--- src/rtl/scan_seq_pkg.sv ---
package scan_seq_pkg;

    typedef enum logic [2:0] {
        PH_IDLE,
        PH_FLUSH,
        PH_SHIFT,
        PH_CAPT,
        PH_DONE
    } phase_t;

    // length of the longest chain
    function automatic int seg_len(input int ns, input int nch);
        return (ns + nch - 1) / nch;
    endfunction

    // length of chain c; trailing chains may be short
    function automatic int chain_len(input int ns, input int nch, input int c);
        int r;
        r = ns - c * seg_len(ns, nch);
        if (r > seg_len(ns, nch)) r = seg_len(ns, nch);
        if (r < 0) r = 0;
        return r;
    endfunction

endpackage

--- src/rtl/scan_cut.sv ---
module scan_cut
    import scan_seq_pkg::*;
#(
    parameter int PI_W = 4,
    parameter int PO_W = 3,
    parameter int NS   = 5,
    parameter int NCH  = 2
) (
    input  logic            clk,
    input  logic            rst,
    input  logic            tc,
    input  logic [PI_W-1:0] pi,
    input  logic [NCH-1:0]  sin,
    output logic [PO_W-1:0] po,
    output logic [NCH-1:0]  sout
);
    localparam int SEG = seg_len(NS, NCH);

    logic [NS-1:0] st;
    logic [NS-1:0] fnext;
    logic [NS-1:0] snext;

    for (genvar i = 0; i < NS; i++) begin : g_cell
        localparam int C  = i / SEG;
        localparam int J  = i % SEG;
        localparam int LC = chain_len(NS, NCH, C);
        assign fnext[i] = st[(i + NS - 1) % NS] ^ pi[i % PI_W];
        if (J == LC - 1) begin : g_head
            assign snext[i] = sin[C];
        end else begin : g_body
            assign snext[i] = st[i + 1];
        end
    end

    for (genvar j = 0; j < PO_W; j++) begin : g_po
        assign po[j] = st[NS - 1 - j] ^ pi[j];
    end

    for (genvar c = 0; c < NCH; c++) begin : g_out
        assign sout[c] = st[c * SEG];
    end

    always_ff @(posedge clk) begin
        if (rst) st <= '0;
        else     st <= tc ? fnext : snext;
    end

endmodule

--- src/rtl/scan_pin_mux.sv ---
module scan_pin_mux #(
    parameter int PI_W = 4,
    parameter int PO_W = 3,
    parameter int NCH  = 2
) (
    input  logic            scan_mode,
    input  logic            tc,
    input  logic [PI_W-1:0] func_pi,
    input  logic [PI_W-1:0] drive,
    input  logic [PO_W-1:0] cut_po,
    input  logic [NCH-1:0]  sout,
    output logic [PI_W-1:0] cut_pi,
    output logic [NCH-1:0]  sin,
    output logic [PO_W-1:0] func_po
);
    assign cut_pi = scan_mode ? drive : func_pi;
    assign sin    = cut_pi[NCH-1:0];

    always_comb begin
        func_po = '0;
        if (tc) func_po = cut_po;
        else    func_po[NCH-1:0] = sout;
    end

endmodule

--- src/rtl/scan_seq_ctrl.sv ---
module scan_seq_ctrl
    import scan_seq_pkg::*;
#(
    parameter int PI_W   = 4,
    parameter int PO_W   = 3,
    parameter int NS     = 5,
    parameter int NCH    = 2,
    parameter int VIDX_W = 4
) (
    input  logic              clk,
    input  logic              rst,
    input  logic              start,
    input  logic [VIDX_W-1:0] n_vec,
    input  logic [PI_W-1:0]   vec_pi,
    input  logic [NS-1:0]     vec_state,
    input  logic [PO_W-1:0]   vec_po_exp,
    input  logic [PO_W-1:0]   vec_po_x,
    input  logic [NS-1:0]     vec_ns_exp,
    input  logic [NS-1:0]     vec_ns_x,
    input  logic [PO_W-1:0]   obs,
    output logic              tc,
    output logic              scan_mode,
    output logic [PI_W-1:0]   drive,
    output logic [VIDX_W-1:0] vec_idx,
    output logic              done,
    output logic              fail
);
    localparam int SEG = seg_len(NS, NCH);
    localparam int CW  = $clog2(SEG + 5);

    phase_t            phase;
    logic [CW-1:0]     cnt;
    logic [VIDX_W-1:0] idx;
    logic [VIDX_W-1:0] nv;
    logic [NS-1:0]     unl_exp;
    logic [NS-1:0]     unl_x;
    logic              unl_valid;
    logic              fail_q;
    logic              load_ok;
    logic              mism;

    assign load_ok = (idx < nv);

    always_comb begin
        drive = '0;
        mism  = 1'b0;
        case (phase)
            PH_FLUSH: begin
                for (int c = 0; c < NCH; c++) begin
                    logic [CW-1:0] d;
                    drive[c] = cnt[1];
                    d = cnt - CW'(chain_len(NS, NCH, c));
                    if (cnt >= CW'(chain_len(NS, NCH, c)) && obs[c] != d[1])
                        mism = 1'b1;
                end
            end
            PH_SHIFT: begin
                for (int i = 0; i < NS; i++) begin
                    if (load_ok &&
                        cnt == CW'(SEG - chain_len(NS, NCH, i / SEG) + i % SEG))
                        drive[i / SEG] = vec_state[i];
                    if (unl_valid && cnt == CW'(i % SEG) && !unl_x[i] &&
                        obs[i / SEG] != unl_exp[i])
                        mism = 1'b1;
                end
            end
            PH_CAPT: begin
                drive = vec_pi;
                mism  = |((obs ^ vec_po_exp) & ~vec_po_x);
            end
            default: ;
        endcase
    end

    always_ff @(posedge clk) begin
        if (rst) begin
            phase     <= PH_IDLE;
            cnt       <= '0;
            idx       <= '0;
            nv        <= '0;
            unl_exp   <= '0;
            unl_x     <= '0;
            unl_valid <= 1'b0;
            fail_q    <= 1'b0;
        end else begin
            if (phase inside {PH_FLUSH, PH_SHIFT, PH_CAPT} && mism)
                fail_q <= 1'b1;
            case (phase)
                PH_IDLE: if (start) begin
                    phase     <= PH_FLUSH;
                    cnt       <= '0;
                    idx       <= '0;
                    nv        <= n_vec;
                    unl_valid <= 1'b0;
                    fail_q    <= 1'b0;
                end
                PH_FLUSH: begin
                    if (cnt == CW'(SEG + 3)) begin
                        phase <= PH_SHIFT;
                        cnt   <= '0;
                    end else begin
                        cnt <= cnt + 1'b1;
                    end
                end
                PH_SHIFT: begin
                    if (cnt == CW'(SEG - 1)) begin
                        cnt   <= '0;
                        phase <= load_ok ? PH_CAPT : PH_DONE;
                    end else begin
                        cnt <= cnt + 1'b1;
                    end
                end
                PH_CAPT: begin
                    unl_exp   <= vec_ns_exp;
                    unl_x     <= vec_ns_x;
                    unl_valid <= 1'b1;
                    idx       <= idx + 1'b1;
                    phase     <= PH_SHIFT;
                end
                PH_DONE: phase <= PH_IDLE;
                default: phase <= PH_IDLE;
            endcase
        end
    end

    assign tc        = !(phase == PH_FLUSH || phase == PH_SHIFT);
    assign scan_mode = (phase == PH_FLUSH || phase == PH_SHIFT || phase == PH_CAPT);
    assign done      = (phase == PH_DONE);
    assign vec_idx   = idx;
    assign fail      = fail_q;

endmodule

--- src/rtl/scan_test_seq.sv ---
module scan_test_seq
    import scan_seq_pkg::*;
#(
    parameter int PI_W   = 4,
    parameter int PO_W   = 3,
    parameter int NS     = 5,
    parameter int NCH    = 2,
    parameter int VIDX_W = 4
) (
    input  logic              clk,
    input  logic              rst,
    input  logic              start,
    input  logic [VIDX_W-1:0] n_vec,
    input  logic [PI_W-1:0]   func_pi,
    output logic [PO_W-1:0]   func_po,
    output logic              test_ctl,
    output logic [VIDX_W-1:0] vec_idx,
    input  logic [PI_W-1:0]   vec_pi,
    input  logic [NS-1:0]     vec_state,
    input  logic [PO_W-1:0]   vec_po_exp,
    input  logic [PO_W-1:0]   vec_po_x,
    input  logic [NS-1:0]     vec_ns_exp,
    input  logic [NS-1:0]     vec_ns_x,
    output logic              test_done,
    output logic              test_fail
);
    logic            scan_mode;
    logic [PI_W-1:0] drive;
    logic [PI_W-1:0] cut_pi;
    logic [NCH-1:0]  sin;
    logic [NCH-1:0]  sout;
    logic [PO_W-1:0] cut_po;

    scan_seq_ctrl #(
        .PI_W(PI_W), .PO_W(PO_W), .NS(NS), .NCH(NCH), .VIDX_W(VIDX_W)
    ) ctrl_i (
        .clk        (clk),
        .rst        (rst),
        .start      (start),
        .n_vec      (n_vec),
        .vec_pi     (vec_pi),
        .vec_state  (vec_state),
        .vec_po_exp (vec_po_exp),
        .vec_po_x   (vec_po_x),
        .vec_ns_exp (vec_ns_exp),
        .vec_ns_x   (vec_ns_x),
        .obs        (func_po),
        .tc         (test_ctl),
        .scan_mode  (scan_mode),
        .drive      (drive),
        .vec_idx    (vec_idx),
        .done       (test_done),
        .fail       (test_fail)
    );

    scan_pin_mux #(.PI_W(PI_W), .PO_W(PO_W), .NCH(NCH)) mux_i (
        .scan_mode (scan_mode),
        .tc        (test_ctl),
        .func_pi   (func_pi),
        .drive     (drive),
        .cut_po    (cut_po),
        .sout      (sout),
        .cut_pi    (cut_pi),
        .sin       (sin),
        .func_po   (func_po)
    );

    scan_cut #(.PI_W(PI_W), .PO_W(PO_W), .NS(NS), .NCH(NCH)) cut_i (
        .clk  (clk),
        .rst  (rst),
        .tc   (test_ctl),
        .pi   (cut_pi),
        .sin  (sin),
        .po   (cut_po),
        .sout (sout)
    );

endmodule

--- config.mk ---
export PLATFORM = sky130hd
export DESIGN_NAME = scan_test_seq
export DESIGN_NICKNAME = d
export VERILOG_FILES = /design/src/rtl/scan_seq_pkg.sv /design/src/rtl/scan_cut.sv /design/src/rtl/scan_pin_mux.sv /design/src/rtl/scan_seq_ctrl.sv /design/src/rtl/scan_test_seq.sv
export SDC_FILE = /design/constraint.sdc
export NUM_CORES = 1
export LEC_CHECK = 0
export ABC_AREA = 1
export BUFFER_PORTS_ARGS = -buffer_cell sky130_fd_sc_hd__clkbuf_2
export CAP_MARGIN = 20
export CORE_ASPECT_RATIO = 0.6
export CORE_UTILIZATION = 57
export DETAILED_ROUTE_END_ITERATION = 12
export GPL_TIMING_DRIVEN = 1
export PLACE_DENSITY = 0.95
export SYNTH_ARGS = -nofsm -noshare
export SYNTH_HDL_FRONTEND = slang
export SYNTH_SLANG_ARGS = --single-unit
--- constraint.sdc ---
create_clock -name clk -period 5.75 [get_ports clk]
set_clock_uncertainty 0.05 [all_clocks]
set_input_delay 0 -clock clk [delete_from_list [all_inputs] [get_ports clk]]
set_output_delay 0 -clock clk [all_outputs]
set_load 0.02 [all_outputs]
==> out/metrics.csv <==
stage;metric;value;unit
outcome;run status;finished, final reports clean;
detailed_routing;Routed met2 length;2190;um
floorplanning;# IOs;46;
timing;Min Hold Slack;0.0645;ns
clock_network;Longest Clk Path Bufs;2;
floorplanning;Die W;76.9;um
yosys;#FFs+latches synth;31;
finish;Design Area, Final;2400;um^2
clock_network;clock root buffer;clkbuf_8;
detailed_routing;vias per cell;5.22;
power_and_ir_drop;VDD IR max;0.320;mV
place;number of port buffers;45;
global_routing;vias in the first global route;1674;
yosys;Yosys cell types;34;
detailed_routing;# DRC;0;
detailed_routing;antenna viol nets, final;0;
yosys;Post-synth EDFFs;0;
floorplanning;Core Rows;15;
worst_setup_path;Cell Chain, Critical Path;inv_1 > ha_1 > inv_1 > nor2_1 > nand2_1 > nand3_1 > nand2_1 > o21bai_2 > nand2_2 > nand2_4 > nand3_4 > nand2_4 > nand2_1 > nand3_1 > nand2_1 > inv_1 > nand2_1 > nand2_1 > nand3_2 > nand2_1 > inv_1;
power_and_ir_drop;Power, Total;1.09;mW
worst_setup_path;Crit path largest cell delay;0.37;ns
yosys;Synth Instances;292;
floorplanning;Die Ht;47.0;um
detailed_routing;routed wl met3;386;um
yosys;Avg Cell Area, Syn;6.58;um^2
clock_network;CTS tree;yes;
floorplanning;Initial Utilization;63.2;%
detailed_routing;top layer in use;met4;
global_routing;Overflow after GRT;0;
clock_network;clock buffer count from CTS;5;
timing;final setup vio count;0;
worst_setup_path;Worst Path Arrival;2.58;ns
timing;Peak Freq;409;MHz
global_routing;Tot GR Track Use;27.9;%
finish;share of cells above drive strength 1;20.6;%
global_routing;initial antenna violation count;0;
clock_network;post-CTS sizing;0;
finish;Nets;398;
timing;Tcrit/Tclk final;42.5;%
min_path;worst hold path type;primary input to register;
detailed_routing;DRT Pass-1 Iters;5;
worst_setup_path;critical path peak fanout;8;
yosys;top post-synthesis cells by area;dfxtp_1 (32%), nand2_1 (11%), inv_1 (9.0%);
yosys;syn nets;337;
yosys;top-count cell post-synth;nand2_1;
power_and_ir_drop;Leak;1.21;nW
yosys;Yosys top cell by area;dfxtp_1;
worst_setup_path;required time worst endpoint;5.89;ns
yosys;post-synthesis sequential area ratio;32.3;%
global_routing;global-route wire length before repair;7610;um
timing;Slew Viols, Final;0;
finish;Ant. Diodes;0;
floorplanning;Die ar.;3610;um^2
worst_setup_path;Top delay family on crit path;simple AND/OR/NAND/NOR gates;
yosys;ys flop type;dfxtp_1;
timing;setup_tns;0;ns
yosys;Yosys top cell area share;32.3;%
timing;Tmin final;2.45;ns
yosys;yosys warns;0;
power_and_ir_drop;PwrDens;454;nW/um^2
yosys;most frequent cells after synthesis;nand2_1 (57), inv_1 (46), nor2_1 (33);
place;Final Wtd Congestion;0.965;
timing;RSZ-0062 raised after global routing;false;
worst_setup_path;CP Class;register to register;
clock_network;clock sinks;31;
worst_setup_path;CP Buf/Inv Count;4;
finish;Area Growth Syn to Fin;25.0;%
detailed_routing;vias after detailed routing;2069;
worst_setup_path;CP endpoint kind;register;
detailed_routing;Total Routed Length;5010;um
timing;slew margin rel.;66.5;%
detailed_routing;initial DRC count;182;
yosys;fraction of registers with async set/reset;0;%
clock_network;Skew-Pair Late Insertion Delay;0.28;ns
job;Max-cap violations;0;
detailed_routing;WL/cell;12.7;um
clock_network;clock-pin slew on the worst setup and hold paths;0.07;ns
yosys;synthesized area;1920;um^2
detailed_routing;met1 WL;2400;um
global_routing;largest net degree at the start of global routing;20;
timing;final hold violations;0;
place;HPWL after DPL;3490;um
timing;Worst Tran Pin Value;0.502;ns
worst_setup_path;CP startpoint kind;register;
floorplanning;Core ar.;3040;um^2
clock_network;H-tree Lvls;2;
worst_setup_path;crit-path most repeated cell;nand2_1;
place;placed cell area;2180;um^2
worst_setup_path;slowest CP cell;dfxtp_1;
-- cell families (layout without fill, tap and decap cells) --
group,after synthesis,after routing,share of synthesized area [%]
flip-flops,31,31,32.3
XOR/XNOR,5,5,2.28
adder cells (fa/ha/maj),9,9,5.86
buffers and inverters,57,119,11.3
AND/OR/NAND/NOR,131,131,31.7
AO/OA/AOI/OAI,59,59,16.5
-- state kept, by name, summed over array words and instances (netlist names) --
signal and flops:
ctrl_i.nv 4, ctrl_i.cnt 3, ctrl_i.unl_valid 1, ctrl_i.fail 1, ctrl_i.unl_x 5, cut_i.st 5
ctrl_i.unl_exp 5, ctrl_i.vec_idx 4, ctrl_i.phase 3
-- worst reg2reg max path: stages, from the launching register on --
cell      delay [ns]
dfxtp_1         0.37
inv_1           0.14
ha_1            0.22
inv_1           0.06
nor2_1          0.15
nand2_1         0.07
nand3_1         0.08
nand2_1         0.08
o21bai_2        0.18
nand2_2         0.12
nand2_4         0.08
nand3_4         0.12
nand2_4         0.12
nand2_1         0.06
nand3_1         0.07
nand2_1         0.05
inv_1           0.05
nand2_1         0.07
nand2_1         0.08
nand3_2         0.05
nand2_1         0.06
inv_1           0.03
-- final cells by class --
class	instances	area [um^2]
Clock buffer	7	76.3
Clock inverter	1	5.00
Fill cell	217	641
Inverter	52	198
Multi-Input combinational cell	204	1080
Sequential cell	31	621
Tap cell	42	52.6
Timing Repair Buffer	59	365
-- where the power goes --
part           internal [mW]  switching [mW]
Clock                 0.0848          0.0802
Combinational          0.211           0.422
Sequential             0.261          0.0312
Total                  0.556           0.533
-- routing by layer --
| metal | global-route usage [%] | up-vias |
|---|---|---|
| met4 | 9.62 | 0 |
| met2 | 44.3 | 88 |
| met3 | 6.60 | 4 |
| met5 | 0 | - |
| li1 | - | 1056 |
| met1 | 38.3 | 921 |
-- stage by stage --
step	utilization (%)	instances	setup slack [ns]
floorplan	-	292	3.56
finish	78.9	396	3.30
global placement	71.6	374	3.44
detailed placement	71.6	374	3.37
CTS	78.9	396	3.35
global route	78.9	396	3.09
-- worst paths after layout --
path                 start           endpoint  slack [ns]  depth (start not counted)
max          ctrl_i.cnt[1]        ctrl_i.fail        3.30                         21
min                    rst  ctrl_i.vec_idx[3]        0.06                          2
max reg2reg  ctrl_i.cnt[1]        ctrl_i.fail        3.30                         21
min reg2reg   ctrl_i.nv[2]       ctrl_i.nv[2]        0.41                          2
-- layout by cell type, fill, tap and decap left out, types with 2 or more instances in the layout --
master         count
clkbuf_1           2
o21ai_1            4
clkbuf_8           5
nor2_1            33
o21ai_0           25
dfxtp_1           31
nand3_1           19
clkbuf_2          45
nor3_1             3
or2_2              2
a211oi_1           2
inv_1             46
dlygate4sd3_1     14
nand2_2            5
a21oi_1           23
xor2_1             4
nor2_2             2
inv_2              4
nand2_1           57
nand2_4            3
ha_1               9
-- what timing repair did --
item,in CTS,in global routing
hold endpoints to repair,14,0
setup endpoints to repair,0,0
setup buffers,0,0
hold buffers,14,0
No activity file was read; power rests on OpenSTA's default activity.
